===== config.mk =====
export PLATFORM = sky130hd
export DESIGN_NAME = apb_fixed_requester
export DESIGN_NICKNAME = d
export VERILOG_FILES = /design/src/rtl/apbreq_pkg.sv /design/src/rtl/apbreq_phase.sv /design/src/rtl/apbreq_hold.sv /design/src/rtl/apbreq_resp.sv /design/src/rtl/apb_fixed_requester.sv
export SDC_FILE = /design/constraint.sdc
export NUM_CORES = 1
export LEC_CHECK = 0
export ABC_AREA = 0
export BUFFER_PORTS_ARGS = -buffer_cell sky130_fd_sc_hd__buf_4
export CAP_MARGIN = 10
export CORE_ASPECT_RATIO = 0.7
export CORE_MARGIN = 4
export CORE_UTILIZATION = 46
export CTS_CLUSTER_DIAMETER = 60
export CTS_CLUSTER_SIZE = 40
export DETAILED_ROUTE_END_ITERATION = 16
export GPL_TIMING_DRIVEN = 0
export PLACE_DENSITY = 0.79
export SYNTH_ARGS = -nofsm -noshare
export SYNTH_HDL_FRONTEND = slang
export SYNTH_SLANG_ARGS = --single-unit

===== constraint.sdc =====
create_clock -name clk -period 1.7 [get_ports clk]
set_input_delay 0.34 -clock clk [delete_from_list [all_inputs] [get_ports clk]]
set_output_delay 0.34 -clock clk [all_outputs]
set_load 0.01 [all_outputs]

===== src/rtl/apbreq_pkg.sv =====
package apbreq_pkg;
  // Bus phase of the requester; the order encodes the transfer sequence.
  typedef enum logic [1:0] {
    PH_IDLE   = 2'd0,
    PH_SETUP  = 2'd1,
    PH_ACCESS = 2'd2
  } phase_e;

  localparam int unsigned ADDR_W_DEF = 8;
  localparam int unsigned DATA_W_DEF = 32;
endpackage


===== src/rtl/apbreq_phase.sv =====
module apbreq_phase
  import apbreq_pkg::*;
(
  input  logic   clk,
  input  logic   rst_n,
  input  logic   take,
  output phase_e phase
);
  phase_e phase_nxt;

  always_comb begin
    phase_nxt = phase;
    unique case (phase)
      PH_IDLE:   phase_nxt = take ? PH_SETUP : PH_IDLE;
      PH_SETUP:  phase_nxt = PH_ACCESS;
      PH_ACCESS: phase_nxt = take ? PH_SETUP : PH_IDLE;
      default:   phase_nxt = PH_IDLE;
    endcase
  end

  always_ff @(posedge clk or negedge rst_n) begin
    if (!rst_n) phase <= PH_IDLE;
    else        phase <= phase_nxt;
  end

  // setup never repeats and never falls back to idle
  p_setup_advances_r2: assert property (@(posedge clk) disable iff (!rst_n)
    (phase == PH_SETUP) |=> (phase == PH_ACCESS));
endmodule


===== src/rtl/apbreq_hold.sv =====
module apbreq_hold #(
  parameter int unsigned ADDR_W = 8,
  parameter int unsigned DATA_W = 32
) (
  input  logic              clk,
  input  logic              rst_n,
  input  logic              load,
  input  logic [ADDR_W-1:0] addr_in,
  input  logic              write_in,
  input  logic [DATA_W-1:0] wdata_in,
  output logic [ADDR_W-1:0] addr_q,
  output logic              write_q,
  output logic [DATA_W-1:0] wdata_q
);
  // Loaded only when a command is taken; otherwise the bus stays quiet.
  always_ff @(posedge clk or negedge rst_n) begin
    if (!rst_n) begin
      addr_q  <= '0;
      write_q <= 1'b0;
      wdata_q <= '0;
    end else if (load) begin
      addr_q  <= addr_in;
      write_q <= write_in;
      wdata_q <= wdata_in;
    end
  end
endmodule


===== src/rtl/apbreq_resp.sv =====
module apbreq_resp #(
  parameter int unsigned DATA_W = 32
) (
  input  logic              clk,
  input  logic              rst_n,
  input  logic              fin,
  input  logic              fin_write,
  input  logic [DATA_W-1:0] rdata_in,
  output logic              done_q,
  output logic [DATA_W-1:0] rdata_q
);
  always_ff @(posedge clk or negedge rst_n) begin
    if (!rst_n) begin
      done_q  <= 1'b0;
      rdata_q <= '0;
    end else begin
      done_q <= fin;
      if (fin && !fin_write) rdata_q <= rdata_in;
    end
  end

  // a completion never lasts two cycles
  p_done_single_r4: assert property (@(posedge clk) disable iff (!rst_n)
    done_q |=> !done_q);
endmodule


===== src/rtl/apb_fixed_requester.sv =====
module apb_fixed_requester
  import apbreq_pkg::*;
#(
  parameter int unsigned ADDR_W = ADDR_W_DEF,
  parameter int unsigned DATA_W = DATA_W_DEF
) (
  input  logic              clk,
  input  logic              rst_n,
  input  logic              cmd_valid,
  output logic              cmd_ready,
  input  logic [ADDR_W-1:0] cmd_addr,
  input  logic              cmd_write,
  input  logic [DATA_W-1:0] cmd_wdata,
  output logic              rsp_done,
  output logic [DATA_W-1:0] rsp_rdata,
  output logic              bus_sel,
  output logic              bus_en,
  output logic              bus_write,
  output logic [ADDR_W-1:0] bus_addr,
  output logic [DATA_W-1:0] bus_wdata,
  input  logic [DATA_W-1:0] bus_rdata
);
  phase_e phase;
  logic   take;

  assign cmd_ready = (phase != PH_SETUP);
  assign take      = cmd_valid && cmd_ready;
  assign bus_sel   = (phase != PH_IDLE);
  assign bus_en    = (phase == PH_ACCESS);

  apbreq_phase u_phase (
    .clk   (clk),
    .rst_n (rst_n),
    .take  (take),
    .phase (phase)
  );

  apbreq_hold #(.ADDR_W(ADDR_W), .DATA_W(DATA_W)) u_hold (
    .clk      (clk),
    .rst_n    (rst_n),
    .load     (take),
    .addr_in  (cmd_addr),
    .write_in (cmd_write),
    .wdata_in (cmd_wdata),
    .addr_q   (bus_addr),
    .write_q  (bus_write),
    .wdata_q  (bus_wdata)
  );

  apbreq_resp #(.DATA_W(DATA_W)) u_resp (
    .clk       (clk),
    .rst_n     (rst_n),
    .fin       (bus_en),
    .fin_write (bus_write),
    .rdata_in  (bus_rdata),
    .done_q    (rsp_done),
    .rdata_q   (rsp_rdata)
  );

  // an accepted command opens a setup cycle on the next clock
  p_accept_setup_r1: assert property (@(posedge clk) disable iff (!rst_n)
    (cmd_valid && cmd_ready) |=> (bus_sel && !bus_en));

  // setup is followed by access with unchanged address and data
  p_setup_access_r2: assert property (@(posedge clk) disable iff (!rst_n)
    (bus_sel && !bus_en) |=> (bus_sel && bus_en && $stable(bus_addr)
                              && $stable(bus_wdata) && $stable(bus_write)));

  // access lasts one cycle only
  p_access_once_r3: assert property (@(posedge clk) disable iff (!rst_n)
    (bus_sel && bus_en) |=> !bus_en);

  // completion follows an access cycle
  p_done_after_access_r4: assert property (@(posedge clk) disable iff (!rst_n)
    rsp_done |-> $past(bus_en));

  // no command is taken during setup
  p_ready_low_setup_r6: assert property (@(posedge clk) disable iff (!rst_n)
    (bus_sel && !bus_en) |-> !cmd_ready);

  // quiet bus across consecutive idle cycles
  p_idle_hold_r7: assert property (@(posedge clk) disable iff (!rst_n)
    (!bus_sel && $past(!bus_sel)) |-> ($stable(bus_addr) && $stable(bus_wdata)
                                       && $stable(bus_write)));

  // enable never without select
  p_en_needs_sel_r7: assert property (@(posedge clk) disable iff (!rst_n)
    bus_en |-> bus_sel);
endmodule


; ---- Yosys cells after proc, flatten, opt, wreduce, memory -nomap -nowiden
; Index checks and enable logic that the tools add are counted.
[classes]
eq_ne = 3
n_mux = 2
n_reduce_logical = 6
[ops]
columns = op, count
row1 = one-hot mux 2 bit (2 select lines), 1
row2 = "equality test 2 x 1 -> 1 bit, second input constant", 1
row3 = "equality test 2 bit, second input constant", 1
row4 = logical AND 1 bit, 2
row5 = zero test 2 bit, 1
row6 = "!= test 2 x 1 -> 1 bit, second input constant", 1
row7 = nonzero test 2 bit, 1
row8 = OR reduction 2 bit, 1
row9 = zero test 1 bit, 1
row10 = two-way mux 1 bit, 1
[totals]
reg_bits = 76
output_inout_bits = 77

; ---- Longest topological paths before layout
; Gate-level depths: netlist (run 1).
[depth]
depth_word = 4
ltp_mapped = 5

; ---- Modules after synthesis
; A second synthesis (run 1) with hierarchy kept.
[unflattened]
hier_cells = 165
area_unflattened_um2 = 3213.1
[by_module_without_submodules]
columns = module, instances, cells_each, area_each_um2, seq_area_each_um2
row1 = apbreq_hold, 1, 87, 1729.2, 1026.0
row2 = apbreq_resp, 1, 70, 1383.8, 825.8
row3 = apbreq_phase, 1, 4, 65.1, 50.0
row4 = apb_fixed_requester, 1, 4, 35.0, 0.0

; ---- Worst setup path after synthesis (run 1)
; OpenSTA, ideal clock, no wires.
[synth_path]
path_type = register to register
start = register u_phase.phase[0]
end = register u_resp.rdata_q[0]
setup_ns = 0.125
t_arrival_ns = 1.304
required_time_ns = 1.575
setup_slack_ns = 0.270
path_stages_with_launch = 6
period_less_slack_ns = 1.430
path_cell_list = dfrtp_1 > nor2b_2 > nor2b_4 > buf_6 > buf_12 > mux2_4
[synth_between]
elab_chain_cells = 2
[synth_rtl]
columns = element, line
row1 = from (decl), apbreq_phase.sv:7  ; output phase_e phase
row2 = from (signal assigned), apbreq_phase.sv:23  ; else phase <= phase_nxt;
row3 = equality test 2 bit, apb_fixed_requester.sv:29  ; assign bus_en = (phase == PH_ACCESS);
row4 = net bus_en, apb_fixed_requester.sv:17  ; output logic bus_en,
row5 = logical AND 1 bit, apbreq_resp.sv:18  ; if (fin && !fin_write) rdata_q <= rdata_in;
row6 = to (signal assigned), apbreq_resp.sv:18
row7 = to (decl), apbreq_resp.sv:10  ; output logic [DATA_W-1:0] rdata_q
; The timed path passes the listed nets, and every way through them passes these cells.
; A chain may end at the register's enable or synchronous reset.

; ---- Final worst setup path (run 1)
[layout_path]
start = register u_phase.phase[0]
end = output bus_sel
[layout_between]
elab_chain_cells = 1
[layout_rtl]
columns = element, line
row1 = nonzero test 2 bit, apb_fixed_requester.sv:28  ; assign bus_sel = (phase != PH_IDLE);
row2 = to (decl), apb_fixed_requester.sv:16  ; output logic bus_sel,
; No other way between the ends.

==> results of run 1 <==
==> worst max-delay path, delay by kind of cell, from the launching register on <==
| family | cells | cell delay [ns] |
|---|---|---|
| buffers and inverters | 1 | 0.15 |
| flip-flops | 1 | 0.41 |
| AND/OR/NAND/NOR | 1 | 0.28 |
==> layer usage <==
metal / vias to the layer above / part of all wire / GRT usage
met5: - / 0 / 0
met4: 0 / 0.016 / 0.0549
met3: 12 / 0.098 / 0.0804
met2: 96 / 0.47 / 0.271
met1: 931 / 0.42 / 0.211
li1: 890 / - / -
==> state kept, by name, summed over array words and instances, names as in the netlist <==
name and flops:
u_phase.phase 2, u_resp.rdata_q 32, u_hold.write_q 1, u_hold.addr_q 8
u_hold.wdata_q 32, u_resp.done_q 1
==> path summary, 6_finish.rpt <==
path	start	to	cells past startpoint
min in group clk	cmd_wdata[11]	u_hold.wdata_q[11]	2
worst min-delay path	rst_n	u_resp.rdata_q[11]	1
worst min register to register	u_phase.phase[0]	u_phase.phase[0]	1
worst max-delay path	u_phase.phase[0]	bus_sel	2
worst max register to register	u_phase.phase[0]	u_resp.rdata_q[13]	5
max in group asynchronous	rst_n	u_resp.rdata_q[16]	1
==> cell families after synthesis <==
| logic type | Yosys count | synth area share |
|---|---|---|
| buffers and inverters | 9 | 0.0380 |
| flip-flops | 76 | 0.601 |
| multiplexers | 73 | 0.343 |
| AND/OR/NAND/NOR | 6 | 0.0178 |
==> area by class of cell <==
type,instances,area [sq um],share of cell area
plain buffers,8,116,0.0251
clock buffers,11,141,0.0305
multi-input cells,79,1140,0.246
flip-flops and latches,76,1900,0.410
clock inverters,5,75.1,0.0162
inverters,1,3.75,0.000810
well taps,91,114,0.0246
repair buffers,152,1140,0.246
==> cell usage in the layout (no fill, tap or decap) <==
master	count
buf_4	152
dfrtp_1	76
mux2_4	70
clkbuf_8	10
buf_6	5
buf_12	3
mux2_2	3
clkinv_2	3
bufinv_16	2
nor2b_2	1
or2_2	1
and2b_4	1
inv_2	1
nor2b_1	1
nor2b_4	1
nand2_4	1
clkbuf_1	1
==> report_power, final <==
group          internal, W  switching [W]
Clock             0.000860       0.000630
Combinational      0.00122       0.000642
Sequential         0.00223       0.000255
==> per-stage QoR <==
step | cell area, sq um | setup WS (ns)
2_1_floorplan | 3160 | 0.270
3_3_place_gp | 4420 | 0.280
3_5_place_dp | 4420 | 0.264
4_1_cts | 4630 | 0.153
5_1_grt | 4630 | 0.119
6_report | 4630 | 0.180
==> out/metrics.cfg, run 1 <==
[timing]
hold_viol=0
finalClockSkew_ns=0.0108
worstMarginPinSlew_ns=0.937
min_period_ns=1.52
rsz0062_at_grt=no
max_slew_margin=0.375
tns_ns=0
final.period_utilization=0.894
fmax_mhz=658
whs_ns=0.146
slew_violations=0
finalSetupViolations=0

[yosys]
syn_inst=164
ys_seq_elements=76
syn_area_sq_um=3160
synth-main-ff-cell=dfrtp_1
synth_area_leaders=dfrtp_1, mux2_4, buf_12
synth_warnings=0
syn_area_per_cell_sq_um=19.3
async_flop_share=1.00
synthTopCellsByCount=dfrtp_1, mux2_4, buf_6
synth.most_common_cell=dfrtp_1
synth_top_area_frac=0.601
syn_nets=240
yosysUniqueCellTypes=12
synth_edf_count=0
synth_top_cell_by_area=dfrtp_1
yosysSeqAreaShare=0.601

[clocking]
path_clk_slew_ns=0.08
root_buffer=clkbuf_8
ctsHoldBuffers=0
cts_setup_buffers=0
cts_tree=built
cts_resized=0
htreeDepth=3
clock_latency_ns=0.34
cts_made_buffers=9
cts.sinks=76
cts_max_path_buffers=2

[grt]
grt_pass1_wl_um=11000
grt_max_degree=77
grt_use_total=0.172
antenna_found_initial=0
grt_pass1_vias=2183
grt-ovfl-total=0

[drt]
routed_wl_um=7030
drc=0
vias=1929
routed_via_density=4.56
drt_first_pass_iters=3
postRouteAntennaNets=0
wl_per_cell_um=16.6
first_iter_violations=53

[outcome]
status=finished clean

[setup_path]
cp.required_ns=1.36
crit_chain=or2_2, buf_4
cp_slowest_stage_delay_ns=0.41
endpoint_kind=primary output
crit_fanout=4
rrSetupSlack_ns=0.26
crit_arrival_ns=1.18
cp_slowest_cell=dfrtp_1
critPathLaunchType=flop
path_class=flop to primary output

[flow_run]
drv_cap=0

[die]
core_area_sq_um=6460
die_w_um=107
top_level_ports=153
die_y_um=77.4
fp-row-count=24
dieArea_sq_um=8290
start_util=0.490

[placed_design]
port_buffers=152
dp_cells=407
gp_congestion=0.701
place_hpwl_um=5210

[finish]
area_growth_pct=46.5
num-fill-cells=428
drive_gt1_frac=0.765
final_cells=423
fin_nets=403
diodes=0
fin_util=0.718

[power]
power_w=0.00584
power_leakage_nw=2.39
pwr_density_cell_nw_per_um2=1260
ir_worst_vdd_uv=822

[hold_path]
min_path_type=primary input to async pin

Note: power is estimated with default switching activity, not from simulation.
==> inputs of run 2 (changes only) <==
CELL_PAD_IN_SITES_DETAIL_PLACEMENT = 0   (was default)
CELL_PAD_IN_SITES_GLOBAL_PLACEMENT = 2   (was default)
CORE_UTILIZATION = 33   (was 46)
GPL_ROUTABILITY_DRIVEN = 0   (was default)
PLACE_DENSITY = 0.84   (was 0.79)
clock period = 1.95 ns   (was 1.7 ns; I/O delays follow)
==> run 2 against run 1 <==
Against the previous run:
- combinational power is 13% lower
- sequential power down 13%
- total power decreased by 2.0%
- setup slack improved by 0.22 ns
- core utilization fell by 20 points
- sequential share of layout area is 1.5 points lower
- first-iteration DRC count rose by 42%
- largest cell class unchanged
- largest power group unchanged
- highest routed layer unchanged
==> out/metrics.cfg, run 2 (synthesis results as in run 1) <==
[die]
core_area_sq_um=9220
fp-row-count=29
start_util=0.343
dieArea_sq_um=11200
die_y_um=89.9
die_w_um=125
top_level_ports=153

[clocking]
cts_made_buffers=9
root_buffer=clkbuf_16
ctsHoldBuffers=0
cts_max_path_buffers=2
clock_latency_ns=0.33
cts_resized=0
cts_tree=built
htreeDepth=3
cts_setup_buffers=0
cts.sinks=76
path_clk_slew_ns=0.06

[placed_design]
place_ws_ns=0.485
place_hpwl_um=5100
dp_cells=440
port_buffers=152

[setup_path]
r2r-end=u_resp.rdata_q[27]
cp.required_ns=1.56
crit_buf_inv=1
path_class=flop to primary output
crit_arrival_ns=1.16
cp_slowest_stage_delay_ns=0.41
crit_chain=or2_2, buf_4
crit_fanout=4
r2r_cells=5
reg2reg_from=u_phase.phase[0]
cp_top_family=flip-flops
rrSetupSlack_ns=0.51
cp_slowest_cell=dfrtp_1
endpoint_kind=primary output
critPathLaunchType=flop

[timing]
slew_violations=0
fin_ws_ns=0.402
hold_viol=0
fmax_mhz=646
worstMarginPinSlew_ns=0.962
max_slew_margin=0.359
min_period_ns=1.55
rsz0062_at_grt=no
final.period_utilization=0.794
finalSetupViolations=0
tns_ns=0
finalClockSkew_ns=0.00493

[grt]
grt_use_total=0.129
antenna_found_initial=0
grt-ovfl-total=0
grt_max_degree=77
grt_pass1_wl_um=11300
grt_pass1_vias=2079

[drt]
first_iter_violations=75
routed_via_density=4.17
routed_wl_um=7080
wl_per_cell_um=15.5
drt_first_pass_iters=3
drc=0
vias=1902
postRouteAntennaNets=0

[finish]
seq_area_sq_um=1900
fin_nets=403
num-fill-cells=821
multi_input_area_sq_um=1140
area_growth_pct=52.1
diodes=0
final_common_cell=buf_4
final_cells=456
final_cell_mix=buf_4, dfrtp_1, mux2_4, clkbuf_16, buf_6
reg_top3=u_hold.wdata_q (32), u_resp.rdata_q (32), u_hold.addr_q (8)
drive_gt1_frac=0.765

[power]
power_w=0.00572
power_leakage_nw=2.45
ir_worst_vdd_uv=518
pwr_density_cell_nw_per_um2=1190

[outcome]
status=finished clean

[hold_path]
min_path_type=primary input to async pin

[flow_run]
drv_cap=0

-- run 2: changes by cell type in the layout (fill, tap and decap cells not counted), sizes merged --
cell    delta
clkinv     -2
clkbuf     +1
bufinv     +1
-- run 2: metrics by stage --
| step | instance area (sq um) | hold WS, ns | utilization |
|---|---|---|---|
| final | 4810 | 0.206 | 0.522 |
| after global routing | 4810 | 0.267 | 0.522 |
| after CTS | 4810 | 0.257 | 0.522 |
| after detailed placement | 4460 | 0.479 | 0.484 |
| after global placement | 4460 | 0.472 | 0.484 |
| after floorplan | 3160 | 0.0944 | - |
-- run 2: area by class of cell --
type	instances	share of cell area
buffer	8	0.0242
clock buffer	12	0.0533
clock inverter	4	0.0198
inverter	1	0.000780
multi-input combinational	79	0.237
sequential	76	0.395
tap	124	0.0322
timing repair buffer	152	0.237
-- run 2: worst max-delay path by stage --
stage                startpoint                 end  slack [ns]  cells past startpoint
2_1_floorplan  u_phase.phase[0]   u_resp.rdata_q[0]        0.52                      5
3_3_place_gp   u_phase.phase[0]  u_resp.rdata_q[27]        0.51                      5
3_5_place_dp   u_phase.phase[0]  u_resp.rdata_q[11]        0.49                      5
4_1_cts        u_phase.phase[0]             bus_sel        0.38                      2
5_1_grt        u_phase.phase[0]             bus_sel        0.34                      2
6_report       u_phase.phase[0]             bus_sel        0.40                      2
-- run 2: power by group --
group / total, W / internal [W] / switching [W]
Clock: 0.00194 / 0.00132 / 0.000619
Sequential: 0.00217 / 0.00195 / 0.000216
Combinational: 0.00162 / 0.00106 / 0.000556
-- run 2: per-layer routing --
layer  wire length, um  track usage
met1              3170        0.167
met3               772       0.0746
met2              3040        0.181
met5                 0            0
met4               102       0.0406
-- run 2: worst reg2reg max path: stages, from the launching register on --
cell     delay (ns)
dfrtp_1        0.41
nor2b_2        0.16
nor2b_4        0.16
buf_6          0.14
buf_12         0.15
mux2_4         0.31
